### config.mk
export PLATFORM = sky130hd
export DESIGN_NAME = trs_clip_detect
export DESIGN_NICKNAME = d
export VERILOG_FILES = /design/src/rtl/trs_pkg.sv /design/src/rtl/trs_lane_clip.sv /design/src/rtl/trs_preamble_det.sv /design/src/rtl/trs_sync_track.sv /design/src/rtl/trs_clip_detect.sv
export SDC_FILE = /design/constraint.sdc
export NUM_CORES = 1
export LEC_CHECK = 0
export ABC_AREA = 1
export BUFFER_PORTS_ARGS = -buffer_cell sky130_fd_sc_hd__buf_2
export CAP_MARGIN = 20
export CORE_MARGIN = 2
export CORE_UTILIZATION = 50
export CTS_CLUSTER_SIZE = 24
export DETAILED_ROUTE_END_ITERATION = 10
export PLACE_DENSITY = 0.78
export SLEW_MARGIN = 30
export SYNTH_ARGS = -nofsm -noshare
export SYNTH_HDL_FRONTEND = slang
export SYNTH_SLANG_ARGS = --single-unit
### constraint.sdc
create_clock -name clk -period 1.62 [get_ports clk]
set_input_delay 0.324 -clock clk [delete_from_list [all_inputs] [get_ports clk]]
set_output_delay 0.324 -clock clk [all_outputs]
set_load 0.03 [all_outputs]
### src/rtl/trs_pkg.sv
// Shared constants and types for the clip-and-detect block.
// Assumes 10-bit video lanes; clip band limits are fixed by the video format.
package trs_pkg;
    localparam int LANE_W      = 10;
    localparam logic [LANE_W-1:0] CODE_MIN    = 10'h000;
    localparam logic [LANE_W-1:0] CODE_MAX    = 10'h3FF;
    localparam logic [LANE_W-1:0] LOW_BAND_HI = 10'h003;
    localparam logic [LANE_W-1:0] HIGH_BAND_LO = 10'h3FC;
    localparam int BIT_F = 8;
    localparam int BIT_V = 7;
    localparam int BIT_H = 6;

    typedef struct packed {
        logic found;
        logic f;
        logic v;
        logic h;
    } sync_hit_t;
endpackage

### src/rtl/trs_lane_clip.sv
// Clips one 10-bit lane: the bottom band goes to zero, the top band to all-ones.
// Purely combinational; assumes the input is already descrambled and de-dithered.
module trs_lane_clip
    import trs_pkg::*;
(
    input  logic [LANE_W-1:0] lane_in,
    output logic [LANE_W-1:0] lane_out
);
    // map the two edge bands onto the exact code limits
    always_comb begin
        if (lane_in <= LOW_BAND_HI)       lane_out = CODE_MIN;
        else if (lane_in >= HIGH_BAND_LO) lane_out = CODE_MAX;
        else                              lane_out = lane_in;
    end
endmodule

### src/rtl/trs_preamble_det.sv
// Keeps the last three valid lane-0 words and decodes the word after a preamble.
// Assumes words arrive already clipped; idle cycles leave the history untouched.
module trs_preamble_det
    import trs_pkg::*;
(
    input  logic              clk,
    input  logic              rst_n,
    input  logic              valid,
    input  logic [LANE_W-1:0] word,
    output sync_hit_t         hit
);
    logic [LANE_W-1:0] hist_new, hist_mid, hist_old;

    // shift the history on every valid word
    always_ff @(posedge clk) begin
        if (!rst_n) begin
            hist_new <= CODE_MIN;
            hist_mid <= CODE_MIN;
            hist_old <= CODE_MIN;
        end else if (valid) begin
            hist_old <= hist_mid;
            hist_mid <= hist_new;
            hist_new <= word;
        end
    end

    // recognise the preamble and extract the sync-word bits
    always_comb begin
        hit.found = valid && (hist_old == CODE_MAX) && (hist_mid == CODE_MIN)
                    && (hist_new == CODE_MIN);
        hit.f = hit.found && word[BIT_F];
        hit.v = hit.found && word[BIT_V];
        hit.h = hit.found && word[BIT_H];
    end
endmodule

### src/rtl/trs_sync_track.sv
// Counts valid words modulo LINE_LEN and compares each sync word's count with
// the stored sync position. A new position is stored only when frame_en is high.
module trs_sync_track
    import trs_pkg::*;
#(
    parameter int LINE_LEN = 2200
) (
    input  logic      clk,
    input  logic      rst_n,
    input  logic      valid,
    input  sync_hit_t hit,
    input  logic      frame_en,
    output logic      nsp
);
    localparam int POS_W = (LINE_LEN > 1) ? $clog2(LINE_LEN) : 1;
    localparam logic [POS_W-1:0] POS_LAST = POS_W'(LINE_LEN - 1);

    logic [POS_W-1:0] pos;
    logic [POS_W-1:0] ofs;
    logic             have_ofs;

    // new position when nothing is stored yet or the count differs
    always_comb nsp = hit.found && (!have_ofs || (pos != ofs));

    // word counter, wraps at the line length
    always_ff @(posedge clk) begin
        if (!rst_n)          pos <= '0;
        else if (valid)      pos <= (pos == POS_LAST) ? '0 : pos + 1'b1;
    end

    // store the sync position only when framing is enabled
    always_ff @(posedge clk) begin
        if (!rst_n) begin
            ofs      <= '0;
            have_ofs <= 1'b0;
        end else if (nsp && frame_en) begin
            ofs      <= pos;
            have_ofs <= 1'b1;
        end
    end

    assert_hold_offset_R8: assert property (@(posedge clk) disable iff (!rst_n)
        (hit.found && !frame_en) |=> ($stable(ofs) && $stable(have_ofs)));

    assert_pos_range_R7: assert property (@(posedge clk) disable iff (!rst_n)
        pos <= POS_LAST);
endmodule

### src/rtl/trs_clip_detect.sv
// Top level: clips every lane, registers the word (stage 1), runs the preamble
// detector and the position tracker on stage 1, and registers the results
// (stage 2). Assumes words are already aligned to word boundaries.
module trs_clip_detect
    import trs_pkg::*;
#(
    parameter int NUM_CH   = 2,
    parameter int LINE_LEN = 2200
) (
    input  logic                     clk,
    input  logic                     rst_n,
    input  logic                     in_valid,
    input  logic [NUM_CH*LANE_W-1:0] in_word,
    input  logic                     frame_en,
    output logic                     out_valid,
    output logic [NUM_CH*LANE_W-1:0] out_word,
    output logic                     trs_flag,
    output logic                     eav_flag,
    output logic                     sav_flag,
    output logic                     f_bit,
    output logic                     v_bit,
    output logic                     nsp_flag
);
    localparam int WORD_W = NUM_CH * LANE_W;

    logic [WORD_W-1:0] clipped;
    logic [WORD_W-1:0] s1_word;
    logic              s1_valid;
    logic              s1_fe;
    sync_hit_t         hit;
    logic              nsp;

    for (genvar g = 0; g < NUM_CH; g++) begin : g_lane
        trs_lane_clip u_clip (
            .lane_in  (in_word[g*LANE_W +: LANE_W]),
            .lane_out (clipped[g*LANE_W +: LANE_W])
        );
    end

    // stage 1: hold the clipped word together with its strobe and framing enable
    always_ff @(posedge clk) begin
        if (!rst_n) begin
            s1_valid <= 1'b0;
            s1_word  <= '0;
            s1_fe    <= 1'b0;
        end else begin
            s1_valid <= in_valid;
            s1_fe    <= frame_en;
            if (in_valid) s1_word <= clipped;
        end
    end

    trs_preamble_det u_det (
        .clk   (clk),
        .rst_n (rst_n),
        .valid (s1_valid),
        .word  (s1_word[LANE_W-1:0]),
        .hit   (hit)
    );

    trs_sync_track #(.LINE_LEN(LINE_LEN)) u_track (
        .clk      (clk),
        .rst_n    (rst_n),
        .valid    (s1_valid),
        .hit      (hit),
        .frame_en (s1_fe),
        .nsp      (nsp)
    );

    // stage 2: register the output word and the sync flags
    always_ff @(posedge clk) begin
        if (!rst_n) begin
            out_valid <= 1'b0;
            out_word  <= '0;
            trs_flag  <= 1'b0;
            eav_flag  <= 1'b0;
            sav_flag  <= 1'b0;
            f_bit     <= 1'b0;
            v_bit     <= 1'b0;
            nsp_flag  <= 1'b0;
        end else begin
            out_valid <= s1_valid;
            if (s1_valid) out_word <= s1_word;
            trs_flag  <= hit.found;
            eav_flag  <= hit.found && hit.h;
            sav_flag  <= hit.found && !hit.h;
            f_bit     <= hit.f;
            v_bit     <= hit.v;
            nsp_flag  <= nsp;
        end
    end

    // true when no lane sits inside either clip band
    function automatic logic lanes_clean(input logic [WORD_W-1:0] w);
        logic ok;
        ok = 1'b1;
        for (int k = 0; k < NUM_CH; k++) begin
            if ((w[k*LANE_W +: LANE_W] > CODE_MIN && w[k*LANE_W +: LANE_W] <= LOW_BAND_HI) ||
                (w[k*LANE_W +: LANE_W] >= HIGH_BAND_LO && w[k*LANE_W +: LANE_W] < CODE_MAX))
                ok = 1'b0;
        end
        return ok;
    endfunction

    assert_clip_bands_R1: assert property (@(posedge clk) disable iff (!rst_n)
        out_valid |-> lanes_clean(out_word));

    assert_one_kind_R6: assert property (@(posedge clk) disable iff (!rst_n)
        trs_flag |-> (eav_flag ^ sav_flag));

    assert_idle_quiet_R4: assert property (@(posedge clk) disable iff (!rst_n)
        !out_valid |-> !(trs_flag || eav_flag || sav_flag || nsp_flag));

    assert_nsp_on_sync_R7: assert property (@(posedge clk) disable iff (!rst_n)
        nsp_flag |-> trs_flag);
endmodule

======== Yosys cells after proc, flatten, opt, wreduce, memory -nomap -nowiden ========
Cells that the tools add are included.
word-level totals
  register bits ........................... 104
  input bits .............................. 24
  output and inout port bits .............. 27
  word-level logic and storage cells ...... 45
cells by class
  add/subtract/negate cells ............... 1
  order comparisons ....................... 4
  eq/ne operators ......................... 3
  mux-type cells .......................... 5
  reductions and logical operators ........ 15
operators with widths
  kind                                                                    number
  10-bit 2-to-1 mux                                                       4
  10-bit greater-or-equal comparator, second input constant               2
  10-bit by 2-bit <= comparator with 1-bit output, second input constant  2
  10-bit logical NOT                                                      2
  12-bit by 1-bit adder with 12-bit output, second input constant         1
  12-bit == test, second input constant                                   1
  12-bit 2-to-1 mux                                                       1
  12-bit inequality test                                                  1
  10-bit == test, second input constant                                   1
  1-bit logical AND                                                       10
  1-bit logical NOT                                                       2
  1-bit logical OR                                                        1

======== Depth between registers and ports, before layout ========
Gate-level depths: netlist (run 1).
  depth after elaboration ................. 7
  mapped depth ............................ 12
  gate-level depth less buffers ........... 11

======== Modules after synthesis ========
A second synthesis (run 1) with hierarchy kept.
second synthesis, totals
  cells, all modules ...................... 712
  area total of the unflattened synthesis .. 4663.2 µm²
by module, submodules not included
  module            times used  cells each  area an instance (µm²)  sequential area each (µm²)
  trs_clip_detect   1           281         1926.8                  980.9
  trs_sync_track    1           222         1368.8                  500.5
  trs_preamble_det  1           157         1167.4                  600.6
  trs_lane_clip     2           26          100.1                   0.0

======== Least setup slack after synthesis (run 1) ========
Ideal clock, no wire load.
  path kind ............................... register -> register
  from .................................... register, netlist name out_word[9]
  to ...................................... register u_track.ofs[1]
  arrival time ............................ 1.296 ns
  path slack .............................. 0.211 ns
  stages on the path, launching flop included .. 12
  buffers on the path ..................... 1
  path through ............................ dfxtp_1 inv_1 nand2_1 nor2_1 nand2_1 nor2_1 nand2_1 nor2_2 nand2_2 buf_6 nor2_1 nor2_1
RTL lines
  element               RTL line              text
  to (signal assigned)  trs_sync_track.sv:37  ofs <= pos;
  to (decl)             trs_sync_track.sv:19  logic [POS_W-1:0] ofs;

======== Worst setup path in the final report (run 1) ========
  from .................................... register u_track.pos[8]
  to ...................................... register u_track.pos[3]
between the ends
  word-level cells in the longest chain between the ends .. 2
RTL lines
  element                 RTL line              text
  from (decl)             trs_sync_track.sv:18  logic [POS_W-1:0] pos;
  from (signal assigned)  trs_sync_track.sv:28  else if (valid) pos <= (pos == POS_LAST) ? '0 : pos + 1'b1;
  12-bit == test          trs_sync_track.sv:28
  12-bit 2-to-1 mux       trs_sync_track.sv:28
No other way between the ends.
A chain may end at the register's enable or synchronous reset.

==> out/metrics.cfg, run 1 <==
[detailed_routing]
dr.pass1.iters = 5
vias_per_cell = 5.05
route.vias.total = 3515
wl_um = 8740
drtIter0Drc = 193
antenna_left = 0
wl_per_cell_um = 12.6
drcViolationCount = 0

[pwr]
power_frac_clock_pct = 35.6
power.density_nw_per_um2 = 996
p_seq_share_pct = 55.0
power.switching_mw = 1.19
ir_drop_v = 0.000520
p_int_mw = 3.29
combPwrFrac_pct = 9.4
finalPower_mw = 4.48
power.leakage_nw = 2.11
netSwitchingFraction_pct = 26.6

[place]
dp_hpwl_um = 5830
gp_congestion = 0.822
numPortBuffers = 50

[timing]
finalCritPeriodShare_pct = 95.1
hold_viol = 0
max_slew_margin_pct = 71.5
worst_pin_slew_ps = 427
maxSlewViolCount = 0
clock_skew_ps = 13.5
fmax_mhz = 649
min_period_ps = 1540
hold_ws_ps = 159
final-setup-viol-count = 0

[clock_network]
numCtsBuffers = 9
cts.clk_slew.worst_paths_ps = 90
clkSinkCount = 94
cts_tree = built
cts_root_buf = clkbuf_8
clockBufferDepth = 2
cts_max_level = 3
insertion_delay_ps = 360

[floorplanning]
io_pins = 51
die_h_um = 91.0
initial_core_util_pct = 51.9
die-area_um2 = 8290
die_x_um = 91.0
core_area_um2 = 7290
rows = 31

[critical_path]
timing.rr.end = u_track.pos[3]$_SDFFE_PN0P_
cp-end-kind = flip-flop
cp_slowest_cell = nor4_1
arrival_ps = 1770
path_max_fanout = 7
crit_type = reg2reg
r2r-start = u_track.pos[8]$_SDFFE_PN0P_
required_ps = 1850
cp-start-kind = flip-flop
crit_start = u_track.pos[8]$_SDFFE_PN0P_
r2r_setup_slack_ps = 80
crit_family = simple AND/OR/NAND/NOR gates
max_stage_delay_ps = 400
crit_chain = buf_4, nor4_1, nand3_1, nand2_1, nor3_1
path_buf_inv = 1
ff2ff_path_depth = 5

[logic_synthesis]
synth_area_um2 = 3790
synthTopCellsByArea = dfxtp_1 50%, nand2_1 12%, nor2_1 7.9%
synth_edf_count = 0
synth_warnings = 0
synth_nets = 558
synth_seq_area_share_pct = 49.7
synth_top_area_share_pct = 49.7
ys_types = 27
syn_inst = 533
synth_most_common_cell = nand2_1
synth.largest_area_cell = dfxtp_1
synth_ff_type = dfxtp_1
ys_ff_latch = 94
async_flop_share_pct = 0
synth_area_per_cell_um2 = 7.11
synth_commonest_cells = 117 x nand2_1, 94 x dfxtp_1, 80 x nor2_1

[layout]
drive_above_1_share_pct = 18.6
layout.nets = 617
fin_util_pct = 61.7
n_fill_cell = 679
syn_to_final_growth_pct = 18.8
antenna_cells = 0

[grt]
antenna_found_initial = 0
grt_max_degree = 46
grt_usage_pct = 20.9
grt_pass1_vias = 3083
grt_pass1_wl_um = 14200
gr-total-overflow = 0

[worst_hold_path]
holdPathStages = 3
holdPathEnd = s1_fe$_SDFF_PN0_
min_path_type = in2reg
min_from = frame_en

[run]
cap_violations = 0

[outcome]
status = finished clean

[power by group through the flow]
stage	Clock (mW)	Sequential (mW)	Combinational, mW
after floorplan	0	2.57	0.210
after global placement	0	2.51	0.405
after detailed placement	0	2.51	0.417
after CTS	1.62	2.46	0.421
after global routing	1.72	2.47	0.472
final	1.59	2.46	0.423
[cell type report]
type / count / area, µm² / share of cell area, %
flip-flops and latches: 94 / 1890 / 42.1
multi-input cells: 346 / 1610 / 35.8
repair buffers: 68 / 398 / 8.85
inverters: 73 / 274 / 6.09
clock buffers: 10 / 128 / 2.84
well taps: 99 / 124 / 2.75
clock inverters: 6 / 73.8 / 1.64
[layer usage]
layer  global-route usage, %  wire length [µm]  up-vias
li1                        -                 -     1797
met1                    28.3              4000     1606
met2                    33.6              4150       96
met3                    3.57               439       16
met4                    7.58               148        0
met5                       0                 0        -
[cell families after synthesis]
| group | Yosys count | share of synthesized area (%) |
|---|---|---|
| AND/OR/NAND/NOR | 225 | 23.9 |
| AO/OA/AOI/OAI | 113 | 15.3 |
| buffers and inverters | 96 | 9.94 |
| flip-flops | 94 | 49.7 |
| XOR/XNOR | 4 | 0.925 |
| adder cells (fa/ha/maj) | 1 | 0.330 |
[worst max-delay path by stage]
stage	end	slack (ps)	cells after the start
3_5_place_dp	u_track.ofs[7]$_SDFFE_PN0P_	-30	10
5_1_grt	u_track.ofs[11]$_SDFFE_PN0P_	-30	12
4_1_cts	u_track.pos[8]$_SDFFE_PN0P_	50	8
6_report	u_track.pos[3]$_SDFFE_PN0P_	80	5
2_1_floorplan	u_track.ofs[1]$_SDFFE_PN0P_	210	11
3_3_place_gp	u_track.ofs[6]$_SDFFE_PN0P_	30	10
[sequential cells by signal, summed over array words and instances, names as in the netlist, 10 cells and up]
name            cells
u_det.hist_old     10
s1_word            20
u_track.ofs        12
u_det.hist_mid     10
out_word           20
u_track.pos        12
[worst reg2reg max path, stage by stage (launching register included)]
cell and delay (ps):
dfxtp_1 330, buf_4 150, nor4_1 400, nand3_1 160
nand2_1 260, nor3_1 120
[metrics by stage]
step                      setup slack (ps)  cells  setup TNS (ps)  instance area [µm²]
after floorplan                        211    533               0                 3790
after global placement                34.7    676               0                 4190
after detailed placement             -31.4    676            -189                 4190
after CTS                             53.9    692               0                 4400
after global routing                 -30.7    696           -92.5                 4500
final                                 80.1    696               0                 4500
[timing repair]
action,in CTS,in global routing
endpoints found under the hold margin,0,0
pin swaps,0,3
hold buffers,0,0
resized for setup,2,20
buffers inserted,0,1
endpoints found under the setup margin,13,15
gates cloned,0,3
[cell usage in the layout, fill, tap and decap left out, types with 2 or more instances in the layout]
master	netlist	final
inv_1	69	69
inv_2	4	4
inv_6	0	4
nand2_4	0	3
o211ai_1	3	3
nor2_2	1	5
nor4_1	9	9
clkbuf_8	0	9
nor2_4	0	2
dfxtp_1	94	86
nor2_1	80	74
nand3_1	6	6
a31oi_1	2	2
buf_2	1	50
nor3_1	5	5
a21oi_1	55	55
xor2_1	2	2
nand2_2	1	3
o21ai_0	51	51
nand2_1	117	114
nand4_1	2	2
xnor2_1	2	2
buf_4	0	17
dfxtp_2	0	8
or2_2	2	2
Power figures use the tool's default switching activity.
==> run 2: changes to the inputs <==
Settings changed: CELL_PAD_IN_SITES_DETAIL_PLACEMENT from default to 0, CELL_PAD_IN_SITES_GLOBAL_PLACEMENT from default to 1, CORE_UTILIZATION 50 to 41, PLACE_DENSITY 0.78 to 0.83.
==> run 2 against run 1 <==
Routed wire length shrank 1.2%. Fmax up 1.9%. Largest cell class unchanged. Critical path type unchanged. Via count decreased by 3.7%. Power down 4.1%. Sequential power about the same. Worst hold slack worse by 4.6 ps. Die area grew 21%. Cell count rose by 0.57%. Worst setup slack gained 28 ps. Sequential share of layout area rose by 0.71 points. Combinational power decreased by 2%.
==> out/metrics.cfg, run 2 (synthesized netlist as in run 1, its figures left out) <==
[pwr]
power_frac_clock_pct = 32.9
combPwrFrac_pct = 9.7
netSwitchingFraction_pct = 26.7
ir_drop_v = 0.000506
p_seq_share_pct = 57.4
p_int_mw = 3.15
power.leakage_nw = 2.07
power.switching_mw = 1.15
power.density_nw_per_um2 = 969

[timing]
fmax_mhz = 661
max_slew_margin_pct = 72.7
maxSlewViolCount = 0
hold_viol = 0
worst_pin_slew_ps = 410
min_period_ps = 1510
final-setup-viol-count = 0
finalCritPeriodShare_pct = 93.3
clock_skew_ps = 6.70
setup_tns_ps = 0

[detailed_routing]
highest_layer = met4
vias_per_cell = 4.83
drcViolationCount = 0
dr.pass1.iters = 5
wl_met2_um = 3910
wl_um = 8640
drtIter0Drc = 149
antenna_left = 0
wl_met3_um = 281
wl_per_cell_um = 12.3
wl_met1_um = 4350
route.vias.total = 3384

[grt]
grt_usage_pct = 18.1
gr-total-overflow = 0
grt_max_degree = 68
antenna_found_initial = 0
grt_pass1_vias = 3213
grt_pass1_wl_um = 14600

[clock_network]
ctsHoldBuffers = 0
clkSinkCount = 94
cts_root_buf = clkbuf_8
cts_tree = built
cts.clk_slew.worst_paths_ps = 90
numCtsBuffers = 9
cts_setup_buffers = 0
clockBufferDepth = 2
insertion_delay_ps = 360
cts_max_level = 3

[floorplanning]
rows = 35
die-area_um2 = 10000
die_h_um = 100
die_x_um = 100
io_pins = 51
core_area_um2 = 9110
initial_core_util_pct = 41.6

[layout]
drive_above_1_share_pct = 18.3
top_regs = out_word x20, s1_word x20
layout_common_cells = 115 x nand2_1, 86 x dfxtp_1, 75 x nor2_1
layout.cells.most_common = nand2_1
layout.nets = 609
antenna_cells = 0
fin_util_pct = 48.6
syn_to_final_growth_pct = 16.9
stdcell_count = 700

[critical_path]
r2r_setup_slack_ps = 110
cp-start-kind = flip-flop
cp-end-kind = flip-flop
path_max_fanout = 7
ff2ff_path_depth = 10
required_ps = 1850
crit_type = reg2reg
r2r-start = u_track.pos[1]$_SDFFE_PN0P_
timing.rr.end = u_track.pos[10]$_SDFFE_PN0P_
arrival_ps = 1740

[run]
cap_violations = 0

[place]
dp_hpwl_um = 5920
numPortBuffers = 50
gp_congestion = 0.814
place_inst = 683

[worst_hold_path]
holdPathEnd = s1_fe$_SDFF_PN0_
holdPathStages = 3
min_from = frame_en
min_path_type = in2reg

[outcome]
status = finished clean

## run 2: worst max-delay path by stage
stage                                   endpoint  slack, ps                         from  cells past startpoint
floorplan            u_track.ofs[1]$_SDFFE_PN0P_        210     out_word[9]$_SDFFE_PN0P_                     11
CTS                 u_track.pos[10]$_SDFFE_PN0P_         10  u_track.pos[0]$_SDFFE_PN0P_                     10
global placement     u_track.pos[4]$_SDFFE_PN0P_         50  u_track.pos[1]$_SDFFE_PN0P_                      6
finish              u_track.pos[10]$_SDFFE_PN0P_        110  u_track.pos[1]$_SDFFE_PN0P_                     10
global route        u_track.pos[10]$_SDFFE_PN0P_       -0.9  u_track.pos[1]$_SDFFE_PN0P_                     10
detailed placement  u_track.pos[10]$_SDFFE_PN0P_          1  u_track.pos[1]$_SDFFE_PN0P_                     10
## run 2: cell type report
type                       instances  area (µm²)
multi-input combinational        343        1560
tap                              111         139
timing repair buffer              63         390
sequential                        94        1890
inverter                          73         274
fill                             946        4680
clock inverter                     5        33.8
clock buffer                      11         141
## run 2: critical path, stage by stage (launching register included)
cell and delay, ps:
dfxtp_2 400, ha_1 190, nand2_1 60, inv_1 60
nand2_1 70, nor2_1 130, nand2_1 130, nor2_2 160
nand2_1 70, nand2_1 60, a21oi_1 50
## run 2: through the flow
step / setup WS (ps) / power, mW / area, µm² / hold WS (ps)
global route: -0.949 / 4.50 / 4430 / 169
global placement: 45.2 / 2.92 / 4190 / 438
detailed placement: 1.35 / 2.93 / 4190 / 440
floorplan: 211 / 2.78 / 3790 / 410
CTS: 12.0 / 4.33 / 4370 / 141
finish: 108 / 4.29 / 4430 / 154
## run 2: timing repair
action                                  in CTS  in global routing
gates resized for setup                      1                 23
endpoints found under the setup margin       1                 21
cloned                                       0                  1
pin swaps                                    0                  4
## run 2: layer usage
metal	up-vias	track usage, %
met5	-	0
met4	0	7.06
met3	10	2.86
met2	60	29.1
met1	1530	24.5
li1	1784	-
## run 2: power groups by stage
| stage | clock [mW] | combinational (mW) | sequential, mW |
|---|---|---|---|
| 3_3_place_gp | 0 | 0.409 | 2.51 |
| 3_5_place_dp | 0 | 0.413 | 2.52 |
| 2_1_floorplan | 0 | 0.210 | 2.57 |
| 5_1_grt | 1.55 | 0.472 | 2.48 |
| 6_report | 1.41 | 0.415 | 2.46 |
| 4_1_cts | 1.45 | 0.415 | 2.46 |
==> run 3: changes to the inputs <==
Settings changed: RECOVER_POWER from default to 25.
==> run 3 against run 2 <==
Via count rose by 0.21%. Critical path depth unchanged. Combinational power about the same. Routed wire length is essentially flat. Worst hold slack barely moved. Largest cell class unchanged. Critical endpoint unchanged. Die area did not move. Critical path type unchanged. Clock-buffer cell count did not move.
==> out/metrics.cfg, run 3 (synthesized netlist as in run 1, its figures left out) <==
[timing]
maxSlewViolCount = 0
hold_viol = 0
max_slew_margin_pct = 72.5
worst_pin_slew_ps = 413
clock_skew_ps = 6.78
min_period_ps = 1510
finalCritPeriodShare_pct = 93.4
final-setup-viol-count = 0
fmax_mhz = 661

[layout]
layout.cells.most_common = nand2_1
fin_area_um2 = 4420
top_regs = out_word x20, s1_word x20
antenna_cells = 0
layout.nets = 609
syn_to_final_growth_pct = 16.7
drive_above_1_share_pct = 17.7
fin_util_pct = 48.5
layout_common_cells = 115 x nand2_1, 86 x dfxtp_1, 75 x nor2_1

[floorplanning]
io_pins = 51
core_area_um2 = 9110
die-area_um2 = 10000
initial_core_util_pct = 41.6
rows = 35
die_h_um = 100
die_x_um = 100

[worst_hold_path]
min_path_type = in2reg

[critical_path]
crit_type = reg2reg
crit_chain = ha_1, nand2_1, inv_1, nand2_1, nor2_1, nand2_1, nor2_2, nand2_1, nand2_1, a21oi_1
arrival_ps = 1740
cp_slowest_cell = dfxtp_2
cp_common_cell = nand2_1
cp-end-kind = flip-flop
path_max_fanout = 7
r2r_setup_slack_ps = 110
cp-start-kind = flip-flop
required_ps = 1850
max_stage_delay_ps = 400

[run]
cap_violations = 0

[clock_network]
cts_max_level = 3
cts_tree = built
ctsHoldBuffers = 0
clockBufferDepth = 2
cts_root_buf = clkbuf_8
cts_setup_buffers = 0
cts.clk_slew.worst_paths_ps = 90
clkSinkCount = 94
numCtsBuffers = 9
insertion_delay_ps = 360

[grt]
grt_usage_pct = 18.1
grt_pass1_wl_um = 14600
antenna_found_initial = 0
grt_pass1_vias = 3213
gr-total-overflow = 0
grt_max_degree = 68

[detailed_routing]
wl_um = 8630
route.vias.total = 3391
wl_per_cell_um = 12.3
antenna_left = 0
wl_met3_um = 295
drcViolationCount = 0
wl_met1_um = 4360
drtIter0Drc = 152
highest_layer = met4
dr.pass1.iters = 4
vias_per_cell = 4.84
wl_met2_um = 3880

[pwr]
p_int_mw = 3.14
netSwitchingFraction_pct = 26.8
power_frac_clock_pct = 32.9
power.switching_mw = 1.15
ir_drop_v = 0.000506
combPwrFrac_pct = 9.6
p_seq_share_pct = 57.4
power.leakage_nw = 2.06
power.density_nw_per_um2 = 971

[place]
numPortBuffers = 50
dpl_cell_area_um2 = 4190
dp_hpwl_um = 5920
gp_congestion = 0.814

[outcome]
status = finished clean

run 3: what timing repair did:
| action | CTS | global route |
|---|---|---|
| endpoints found under the setup margin | 1 | 21 |
| hold endpoints to repair | 0 | 0 |
| pin swaps | 0 | 4 |
| resized for setup | 1 | 23 |
| gates cloned | 0 | 1 |
run 3: per-layer routing:
layer,vias up,GRT usage (%)
met5,-,0
met4,0,7.06
met3,10,2.86
met2,61,29.1
met1,1535,24.5
li1,1785,-
run 3: worst paths after layout:
check / start / to / depth (start not counted)
max: u_track.pos[1]$_SDFFE_PN0P_ / u_track.pos[10]$_SDFFE_PN0P_ / 10
min: frame_en / s1_fe$_SDFF_PN0_ / 3
max reg2reg: u_track.pos[1]$_SDFFE_PN0P_ / u_track.pos[10]$_SDFFE_PN0P_ / 10
min reg2reg: u_track.have_ofs$_SDFFE_PN0P_ / u_track.have_ofs$_SDFFE_PN0P_ / 2
run 3: area by class of cell:
| class | instances | area, µm² |
|---|---|---|
| clock inverters | 5 | 33.8 |
| flip-flops and latches | 94 | 1890 |
| clock buffers | 11 | 141 |
| repair buffers | 63 | 383 |
| inverters | 73 | 274 |
| multi-input cells | 343 | 1560 |
| fillers | 950 | 4690 |
| well taps | 111 | 139 |
run 3: metrics by stage:
step,cells,TNS (ps),power (mW),setup slack [ps],hold slack [ps]
after global routing,700,-1.61,4.50,-0.854,169
after CTS,699,0,4.33,12.0,141
final,700,0,4.29,107,155
after floorplan,533,0,2.78,211,410
after detailed placement,683,0,2.93,1.35,440
after global placement,683,0,2.92,45.2,438
run 3: power by group through the flow:
stage | Clock (mW) | Combinational, mW | Sequential [mW]
final | 1.41 | 0.414 | 2.46
after floorplan | 0 | 0.210 | 2.57
after CTS | 1.45 | 0.415 | 2.46
after detailed placement | 0 | 0.413 | 2.52
after global placement | 0 | 0.409 | 2.51
after global routing | 1.55 | 0.470 | 2.48
run 3: critical path: cells and delay by family, from the launching register on:
| kind | cells | cell delay (ps) |
|---|---|---|
| flip-flops | 1 | 400 |
| buffers and inverters | 1 | 60 |
| AO/OA/AOI/OAI | 1 | 50 |
| adder cells (fa/ha/maj) | 1 | 190 |
| AND/OR/NAND/NOR | 7 | 680 |
